$ cat src/rtl/dma_seq_pkg.sv
package dma_seq_pkg;

  typedef enum logic [1:0] {
    CK_READ  = 2'd0,
    CK_WRITE = 2'd1,
    CK_BAD   = 2'd2
  } cmd_kind_e;

  typedef enum logic [1:0] {
    ST_IDLE = 2'd0,
    ST_RUN  = 2'd1,
    ST_TAIL = 2'd2
  } seq_state_e;

  // Direction of a 4-bit bus command; unlisted codes are refused.
  function automatic cmd_kind_e classify_cmd(input logic [3:0] code);
    cmd_kind_e k;
    case (code)
      4'b0000, 4'b0010, 4'b0110,
      4'b1010, 4'b1100, 4'b1110: k = CK_READ;
      4'b0001, 4'b0011, 4'b0111,
      4'b1011, 4'b1111:          k = CK_WRITE;
      default:                   k = CK_BAD;
    endcase
    return k;
  endfunction

endpackage

$ cat src/rtl/dma_seq_fifo.sv
module dma_seq_fifo #(
  parameter int unsigned WIDTH = 32,
  parameter int unsigned DEPTH = 4
) (
  input  logic             clk,
  input  logic             rst_n,
  input  logic             push_en,
  input  logic [WIDTH-1:0] push_data,
  input  logic             pop_en,
  output logic [WIDTH-1:0] head,
  output logic             empty,
  output logic             full
);
  localparam int unsigned PW = (DEPTH > 1) ? $clog2(DEPTH) : 1;
  localparam int unsigned CW = $clog2(DEPTH + 1);

  logic [WIDTH-1:0] mem [DEPTH];
  logic [PW-1:0]    wp_q, wp_n, rp_q, rp_n;
  logic [CW-1:0]    cnt_q, cnt_n;

  function automatic logic [PW-1:0] bump(input logic [PW-1:0] p);
    if (p == PW'(DEPTH - 1)) return '0;
    return p + 1'b1;
  endfunction

  always_comb begin
    wp_n  = push_en ? bump(wp_q) : wp_q;
    rp_n  = pop_en  ? bump(rp_q) : rp_q;
    cnt_n = cnt_q;
    case ({push_en, pop_en})
      2'b10:   cnt_n = cnt_q + 1'b1;
      2'b01:   cnt_n = cnt_q - 1'b1;
      default: cnt_n = cnt_q;
    endcase
  end

  always_ff @(posedge clk or negedge rst_n) begin
    if (!rst_n) begin
      wp_q  <= '0;
      rp_q  <= '0;
      cnt_q <= '0;
    end else begin
      wp_q  <= wp_n;
      rp_q  <= rp_n;
      cnt_q <= cnt_n;
    end
  end

  always_ff @(posedge clk) begin
    if (push_en) mem[wp_q] <= push_data;
  end

  assign head  = mem[rp_q];
  assign empty = (cnt_q == '0);
  assign full  = (cnt_q == CW'(DEPTH));

  // the consumer never pops an empty FIFO, the producer never overfills it
  p_pop_nonempty_r9: assert property (@(posedge clk) disable iff (!rst_n)
    pop_en |-> !empty);
  p_no_overflow_r9: assert property (@(posedge clk) disable iff (!rst_n)
    push_en |-> (!full || pop_en));

endmodule

$ cat src/rtl/dma_seq_addr.sv
module dma_seq_addr #(
  parameter int unsigned AW   = 32,
  parameter int unsigned STEP = 4
) (
  input  logic          clk,
  input  logic          rst_n,
  input  logic          load,
  input  logic [AW-1:0] load_val,
  input  logic          adv,
  output logic [AW-1:0] addr
);
  logic [AW-1:0] addr_q, addr_n;

  always_comb begin
    addr_n = addr_q;
    if (load)     addr_n = load_val;
    else if (adv) addr_n = addr_q + AW'(STEP);
  end

  always_ff @(posedge clk or negedge rst_n) begin
    if (!rst_n) addr_q <= '0;
    else        addr_q <= addr_n;
  end

  assign addr = addr_q;

endmodule

$ cat src/rtl/dma_seq_ctrl.sv
module dma_seq_ctrl
  import dma_seq_pkg::*;
#(
  parameter int unsigned CNT_W = 16
) (
  input  logic             clk,
  input  logic             rst_n,
  input  logic             start,
  input  logic [3:0]       start_cmd,
  input  logic [CNT_W-1:0] start_words,
  input  logic             xfer_strobe,
  input  logic             rd_valid,
  output logic             accept,
  output logic             accept_write,
  output logic             run,
  output logic             dir_write,
  output logic [3:0]       cmd,
  output logic             burst_req,
  output logic             done
);
  seq_state_e       st_q, st_n;
  logic [CNT_W-1:0] rem_q, rem_n;
  logic [3:0]       cmd_q, cmd_n;
  logic             wr_q, wr_n;
  logic             done_q, done_n;
  cmd_kind_e        kind;
  logic             step, last;

  always_comb begin
    kind         = classify_cmd(start_cmd);
    accept       = (st_q == ST_IDLE) && start && (kind != CK_BAD) && (start_words != '0);
    accept_write = (kind == CK_WRITE);
    step         = (st_q == ST_RUN) && (wr_q ? xfer_strobe : rd_valid);
    last         = step && (rem_q == CNT_W'(1));

    st_n   = st_q;
    rem_n  = rem_q;
    cmd_n  = cmd_q;
    wr_n   = wr_q;
    done_n = 1'b0;
    case (st_q)
      ST_IDLE: if (accept) begin
        st_n  = ST_RUN;
        rem_n = start_words;
        cmd_n = start_cmd;
        wr_n  = accept_write;
      end
      ST_RUN: begin
        if (step) rem_n = rem_q - 1'b1;
        if (last) st_n  = ST_TAIL;
      end
      ST_TAIL: begin
        st_n   = ST_IDLE;
        done_n = 1'b1;
      end
      default: st_n = ST_IDLE;
    endcase
  end

  always_ff @(posedge clk or negedge rst_n) begin
    if (!rst_n) begin
      st_q   <= ST_IDLE;
      rem_q  <= '0;
      cmd_q  <= '0;
      wr_q   <= 1'b0;
      done_q <= 1'b0;
    end else begin
      st_q   <= st_n;
      rem_q  <= rem_n;
      cmd_q  <= cmd_n;
      wr_q   <= wr_n;
      done_q <= done_n;
    end
  end

  assign run       = (st_q == ST_RUN);
  assign dir_write = wr_q;
  assign cmd       = cmd_q;
  assign burst_req = (st_q != ST_IDLE);
  assign done      = done_q;

  // command frozen while the request is held
  p_cmd_frozen_r4: assert property (@(posedge clk) disable iff (!rst_n)
    (burst_req && $past(burst_req)) |-> $stable(cmd));
  // request survives the cycle after the last strobe
  p_hold_after_last_r5: assert property (@(posedge clk) disable iff (!rst_n)
    last |=> burst_req);
  // request gone in the second cycle after the last strobe
  p_release_r5: assert property (@(posedge clk) disable iff (!rst_n)
    (st_q == ST_TAIL) |=> !burst_req);
  // completion is a single-cycle pulse that coincides with release
  p_done_single_r10: assert property (@(posedge clk) disable iff (!rst_n)
    done |-> (!burst_req || $past(!burst_req)) ##1 !done);
  // refused start raises nothing
  p_reject_r3: assert property (@(posedge clk) disable iff (!rst_n)
    ((st_q == ST_IDLE) && start && (kind == CK_BAD)) |=> !burst_req);
  // a start in the tail cycle does not restart the block
  p_tail_ignore_r11: assert property (@(posedge clk) disable iff (!rst_n)
    ((st_q == ST_TAIL) && start) |=> !burst_req);

endmodule

$ cat src/rtl/dma_req_seq.sv
module dma_req_seq
  import dma_seq_pkg::*;
#(
  parameter int unsigned ADDR_W     = 32,
  parameter int unsigned DATA_W     = 32,
  parameter int unsigned CNT_W      = 16,
  parameter int unsigned FIFO_DEPTH = 4
) (
  input  logic                clk,
  input  logic                rst_n,
  input  logic                start,
  input  logic [3:0]          start_cmd,
  input  logic [ADDR_W-1:0]   start_addr,
  input  logic [CNT_W-1:0]    start_words,
  input  logic [DATA_W/8-1:0] start_be_n,
  input  logic                fill_valid,
  input  logic [DATA_W-1:0]   fill_data,
  output logic                fill_ready,
  output logic [3:0]          pci_cmd,
  output logic                burst_req,
  output logic [ADDR_W-1:0]   wr_addr,
  output logic [ADDR_W-1:0]   rd_addr,
  output logic [DATA_W-1:0]   wr_data,
  output logic [DATA_W/8-1:0] byte_en_n,
  output logic                wr_data_valid,
  input  logic                wr_data_rdy,
  input  logic                xfer_strobe,
  input  logic                rd_data_valid,
  output logic                done
);
  localparam int unsigned LANES = DATA_W / 8;
  localparam int unsigned STEP  = LANES;
  localparam int unsigned NPTR  = 2;   // index 0: write pointer, 1: read pointer

  logic accept, accept_write, run, dir_write;
  logic fifo_empty, fifo_full, push_en, pop_en;
  logic [LANES-1:0]  be_q, be_n;
  logic [NPTR-1:0]   ld, adv;
  logic [ADDR_W-1:0] ptr_q [NPTR];

  dma_seq_ctrl #(.CNT_W(CNT_W)) u_ctrl (
    .clk          (clk),
    .rst_n        (rst_n),
    .start        (start),
    .start_cmd    (start_cmd),
    .start_words  (start_words),
    .xfer_strobe  (xfer_strobe),
    .rd_valid     (rd_data_valid),
    .accept       (accept),
    .accept_write (accept_write),
    .run          (run),
    .dir_write    (dir_write),
    .cmd          (pci_cmd),
    .burst_req    (burst_req),
    .done         (done)
  );

  assign push_en       = fill_valid && !fifo_full;
  assign wr_data_valid = run && dir_write && !fifo_empty;
  assign pop_en        = wr_data_valid && wr_data_rdy;
  assign fill_ready    = !fifo_full;

  dma_seq_fifo #(.WIDTH(DATA_W), .DEPTH(FIFO_DEPTH)) u_fifo (
    .clk       (clk),
    .rst_n     (rst_n),
    .push_en   (push_en),
    .push_data (fill_data),
    .pop_en    (pop_en),
    .head      (wr_data),
    .empty     (fifo_empty),
    .full      (fifo_full)
  );

  assign ld[0]  = accept && accept_write;
  assign ld[1]  = accept && !accept_write;
  assign adv[0] = run && dir_write && xfer_strobe;
  assign adv[1] = run && !dir_write && rd_data_valid;

  for (genvar g = 0; g < NPTR; g++) begin : g_ptr
    dma_seq_addr #(.AW(ADDR_W), .STEP(STEP)) u_addr (
      .clk      (clk),
      .rst_n    (rst_n),
      .load     (ld[g]),
      .load_val (start_addr),
      .adv      (adv[g]),
      .addr     (ptr_q[g])
    );
  end

  assign wr_addr = ptr_q[0];
  assign rd_addr = ptr_q[1];

  always_comb begin
    be_n = be_q;
    if (accept) be_n = start_be_n;
  end

  always_ff @(posedge clk or negedge rst_n) begin
    if (!rst_n) be_q <= '1;
    else        be_q <= be_n;
  end

  assign byte_en_n = be_q;

  // write pointer steps one word per bus transfer of a write
  p_wr_step_r6: assert property (@(posedge clk) disable iff (!rst_n)
    (run && dir_write && xfer_strobe) |=> (wr_addr == $past(wr_addr) + ADDR_W'(STEP)));
  // write pointer untouched during a read
  p_wr_frozen_in_read_r7: assert property (@(posedge clk) disable iff (!rst_n)
    (run && !dir_write) |=> $stable(wr_addr));
  // byte enables fixed while the request is held
  p_be_stable_r8: assert property (@(posedge clk) disable iff (!rst_n)
    (burst_req && $past(burst_req)) |-> $stable(byte_en_n));
  // write data only offered inside a request
  p_valid_in_req_r9: assert property (@(posedge clk) disable iff (!rst_n)
    wr_data_valid |-> burst_req);

endmodule

$ cat config.mk
export PLATFORM = sky130hd
export DESIGN_NAME = dma_req_seq
export DESIGN_NICKNAME = d
export VERILOG_FILES = /design/src/rtl/dma_seq_pkg.sv /design/src/rtl/dma_seq_fifo.sv /design/src/rtl/dma_seq_addr.sv /design/src/rtl/dma_seq_ctrl.sv /design/src/rtl/dma_req_seq.sv
export SDC_FILE = /design/constraint.sdc
export NUM_CORES = 1
export LEC_CHECK = 0
export BUFFER_PORTS_ARGS = -buffer_cell sky130_fd_sc_hd__buf_2
export CAP_MARGIN = 20
export CORE_MARGIN = 5
export CORE_UTILIZATION = 51
export DETAILED_ROUTE_END_ITERATION = 6
export PLACE_DENSITY = 0.79
export SLEW_MARGIN = 20
export SYNTH_ARGS = -nofsm -noshare
export SYNTH_HDL_FRONTEND = slang
export SYNTH_SLANG_ARGS = --single-unit
$ cat constraint.sdc
create_clock -name clk -period 5.2 [get_ports clk]
set_clock_uncertainty 0.2 [all_clocks]
set_input_delay 1.04 -clock clk [delete_from_list [all_inputs] [get_ports clk]]
set_output_delay 1.04 -clock clk [all_outputs]
set_load 0.01 [all_outputs]
==> flow_summary.ini <==
[cells_and_area]
layout.nets = 1108
most_frequent_cells_in_the_layout = buf_2 (201), edfxtp_1 (128), nand2_1 (94), dfrtp_1 (93), o21ai_0 (70)
insertedDiodeCount = 0
final_layout_size_suffix_gt1_share_pct = 30.62
final_core_utilization_pct = 61.45
final_common_cell = buf_2
design_area_mm2 = 0.01235
area_growth_syn_to_layout_pct = 19.56

[placed_design]
globalplace.congestion = 0.8866
pre_cts_ws_ns = 1.818
placed_area_mm2 = 0.01158
dp.final_hpwl_um = 17900
placement.io_buffers = 202

[synthesis]
number_of_flip_flops_and_latches_in_the_synthesized_netlist = 227
synthesis.area_mm2 = 0.01033
synth.avg_cell_area_um2 = 12.84
yosys_warnings = 0
synth_ff_type = edfxtp_1
synth_sequential_area_ratio_pct = 61.23
synth_cells = 805
total_nets_after_synthesis = 911
synthArstFlopShare_pct = 43.61
synth.distinct_cells = 70
synth_edf_count = 128

[sta]
unrepaired_setup_endpoints_after_global_routing = no
worst-slew-pin-transition_ns = 0.9751
layout_setup_ws_ns = 1.493
timing.slew.headroom_pct = 34.99
min_period_over_period_pct = 71.28
max_freq_ghz = 0.2698
setup_viol = 0
finalHoldViolCount = 0
final-max-slew-violation-count = 0
final.min_clock_period_ns = 3.707
tns_ns = 0

[power]
static-leakage-power_nw = 4.957
combPwrFrac_pct = 30.1
clockPowerShare_pct = 25.1
power_switching_share_pct = 34.57
vdd_drop_max_mv = 0.3434
power_per_cell_area_mw_per_mm2 = 530.3
cell_internal_pwr_mw = 4.287
report.power.total_mw = 6.551
flop_pwr_share_pct = 44.8
p_switching_mw = 2.265

[cts]
clock_tree.buffer_depth = 3
tritoncts = yes
htree_levels = 1
path_clk_slew_ns = 0.06
cts_root_buffer = clkbuf_16
num_clock_sinks = 227
holdBufCountCts = 0
post-cts-setup-buffers = 0
clock_latency_ns = 0.50
post_cts_resize_count = 0
cts_inserted_buffers = 24

[die]
initial_core_util_pct = 51.39
die-width_um = 152.3
io-pin-count = 203
die_h_um = 152.3
rows = 52
fp.dieArea_mm2 = 0.02321
core_region_area_mm2 = 0.02010

[run]
drv.max_cap_violation_count = 0

[critical_path]
worst-r2r-cell-count = 11
worst-endpoint-arrival_ns = 2.47
critPathCaptureType = output pin
crit_path_cell_trace = buf_4 > mux4_2 > buf_2
worstPathMaxFanout = 25
reg2reg_to = u_fifo.cnt_q[2]
r2r_start = u_ctrl.st_q[0]
setup.worst_path.end = wr_data[30]
startpoint = u_fifo.rp_q[0]
regToRegSetupSlack_ns = 2.52
timing.setup.critical_path_class = flip-flop to output pin
crit_path_start_kind = flip-flop
data_required_time_of_the_critical_path_ns = 3.96
crit_path_max_incr_delay_ns = 0.88
crit_path_top_delay_cell = dfrtp_2

[global_route]
grt_pass1_wl_um = 41240
globalRouteTotalUtil_pct = 21.56
gr-total-overflow = 0
antenna_found_initial = 1
first_global_vias = 7661
largest_net_degree_at_the_start_of_global_routing = 74

[detailed_routing]
vias = 7729
detail-route-antenna-nets = 0
drt-total-wl_um = 25900
wl_per_cell_um = 20.09
detailedRoute.firstPassIterationCount = 5
avgViaCountPerCell = 5.996
dr.first_iter.drc_count = 487
drt_drc_violations_left = 0

[worst_hold_path]
timing.hold.worst.start = g_ptr[0].u_addr.addr[0]
hp-class = flip-flop to flip-flop

[run_status]
status = finished clean
## area by class of cell
type                            instances  area (um2)
Sequential cell                       227        6329
Clock buffer                           28       636.9
Clock inverter                         15       132.6
Tap cell                              270       337.8
Multi-Input combinational cell        523        3776
Timing Repair Buffer                  212        1089
Inverter                               14       52.55
Fill cell                            1547        7751
## kinds of logic after synthesis
logic type / share of synthesized area (%)
and+or+nand+nor: 14.56
DFF: 61.23
AOI/OAI and AO/OA: 10.64
buffers and inverters: 2.252
muxes: 8.053
xor gates and xnor gates: 1.865
adders and majority gates: 1.405
## per-layer routing
layer / vias up / part of all wire (%) / global-route usage (%) / wire length, um
li1: 3522 / - / - / -
met1: 3796 / 41 / 30.11 / 10730
met2: 358 / 47 / 34.50 / 12120
met3: 51 / 9.3 / 4.970 / 2408
met4: 2 / 2.5 / 5.736 / 639
met5: - / 0.027 / 0 / 7
## state kept, by name, summed over array words and instances, names as in the netlist
name,flops
byte_en_n,4
g_ptr.u_addr.addr,64
u_ctrl.cmd,4
u_ctrl.dir_write,1
u_ctrl.done,1
u_ctrl.rem_q,16
u_ctrl.st_q,2
u_fifo.cnt_q,3
u_fifo.mem,128
u_fifo.rp_q,2
u_fifo.wp_q,2
## worst min-delay path by stage
stage | to | depth (start not counted) | slack, ns
3_3_place_gp | g_ptr[1].u_addr.addr[0] | 2 | 0.25
4_1_cts | g_ptr[0].u_addr.addr[1] | 2 | 0.29
3_5_place_dp | g_ptr[0].u_addr.addr[1] | 2 | 0.26
5_1_grt | g_ptr[1].u_addr.addr[1] | 2 | 0.32
2_1_floorplan | u_fifo.cnt_q[2] | 1 | 0.26
6_report | g_ptr[0].u_addr.addr[0] | 2 | 0.29
## cell usage after synthesis (3+ instances only)
cell,n,share of area [%]
edfxtp_1,128,37
dfrtp_1,95,23
nand2_1,94,3.4
o21ai_0,70,3.4
nand3_1,37,1.8
mux4_2,32,7.0
nor2_1,31,1.1
a21oi_1,27,1.3
clkbuf_1,22,0.80
nand4_1,21,1.3
nor3_1,21,1.0
buf_2,16,0.78
inv_1,14,0.51
o311ai_0,13,1.1
nor4_1,12,0.73
xnor2_1,12,1.0
and4_1,11,0.93
a221o_1,10,0.97
ha_1,10,1.2
xor2_1,10,0.85
a22oi_1,9,0.65
a31oi_1,9,0.54
mux2_2,9,0.98
and3_1,7,0.42
o211ai_1,7,0.51
and2_1,4,0.24
dfstp_2,4,1.0
nor3b_1,4,0.29
nor4_4,4,0.82
or3_1,4,0.24
or4_1,4,0.29
a41oi_1,3,0.25
nand3_2,3,0.29
nand4b_1,3,0.25
o22ai_1,3,0.18
o31a_1,3,0.25
## power by group through the flow
stage	registers, mW	logic [mW]	clock network [mW]
2_1_floorplan	2.84	1.28	0
3_3_place_gp	2.93	1.93	0
3_5_place_dp	2.95	1.98	0
4_1_cts	2.93	1.99	1.69
5_1_grt	3.01	2.17	1.77
6_report	2.94	1.97	1.64
## stage by stage
step           instances  hold slack [ns]
3_3_place_gp        1246           0.2539
4_1_cts             1289           0.2865
6_report            1289           0.2890
5_1_grt             1289           0.3199
3_5_place_dp        1246           0.2618
2_1_floorplan        805           0.2646
## critical path: cells and delay by family (launching register included)
kind                   cells  cell delay (ns)
muxes                      1             0.56
DFF                        1             0.88
buffers and inverters      2             0.54
Power figures use the tool's default switching activity.
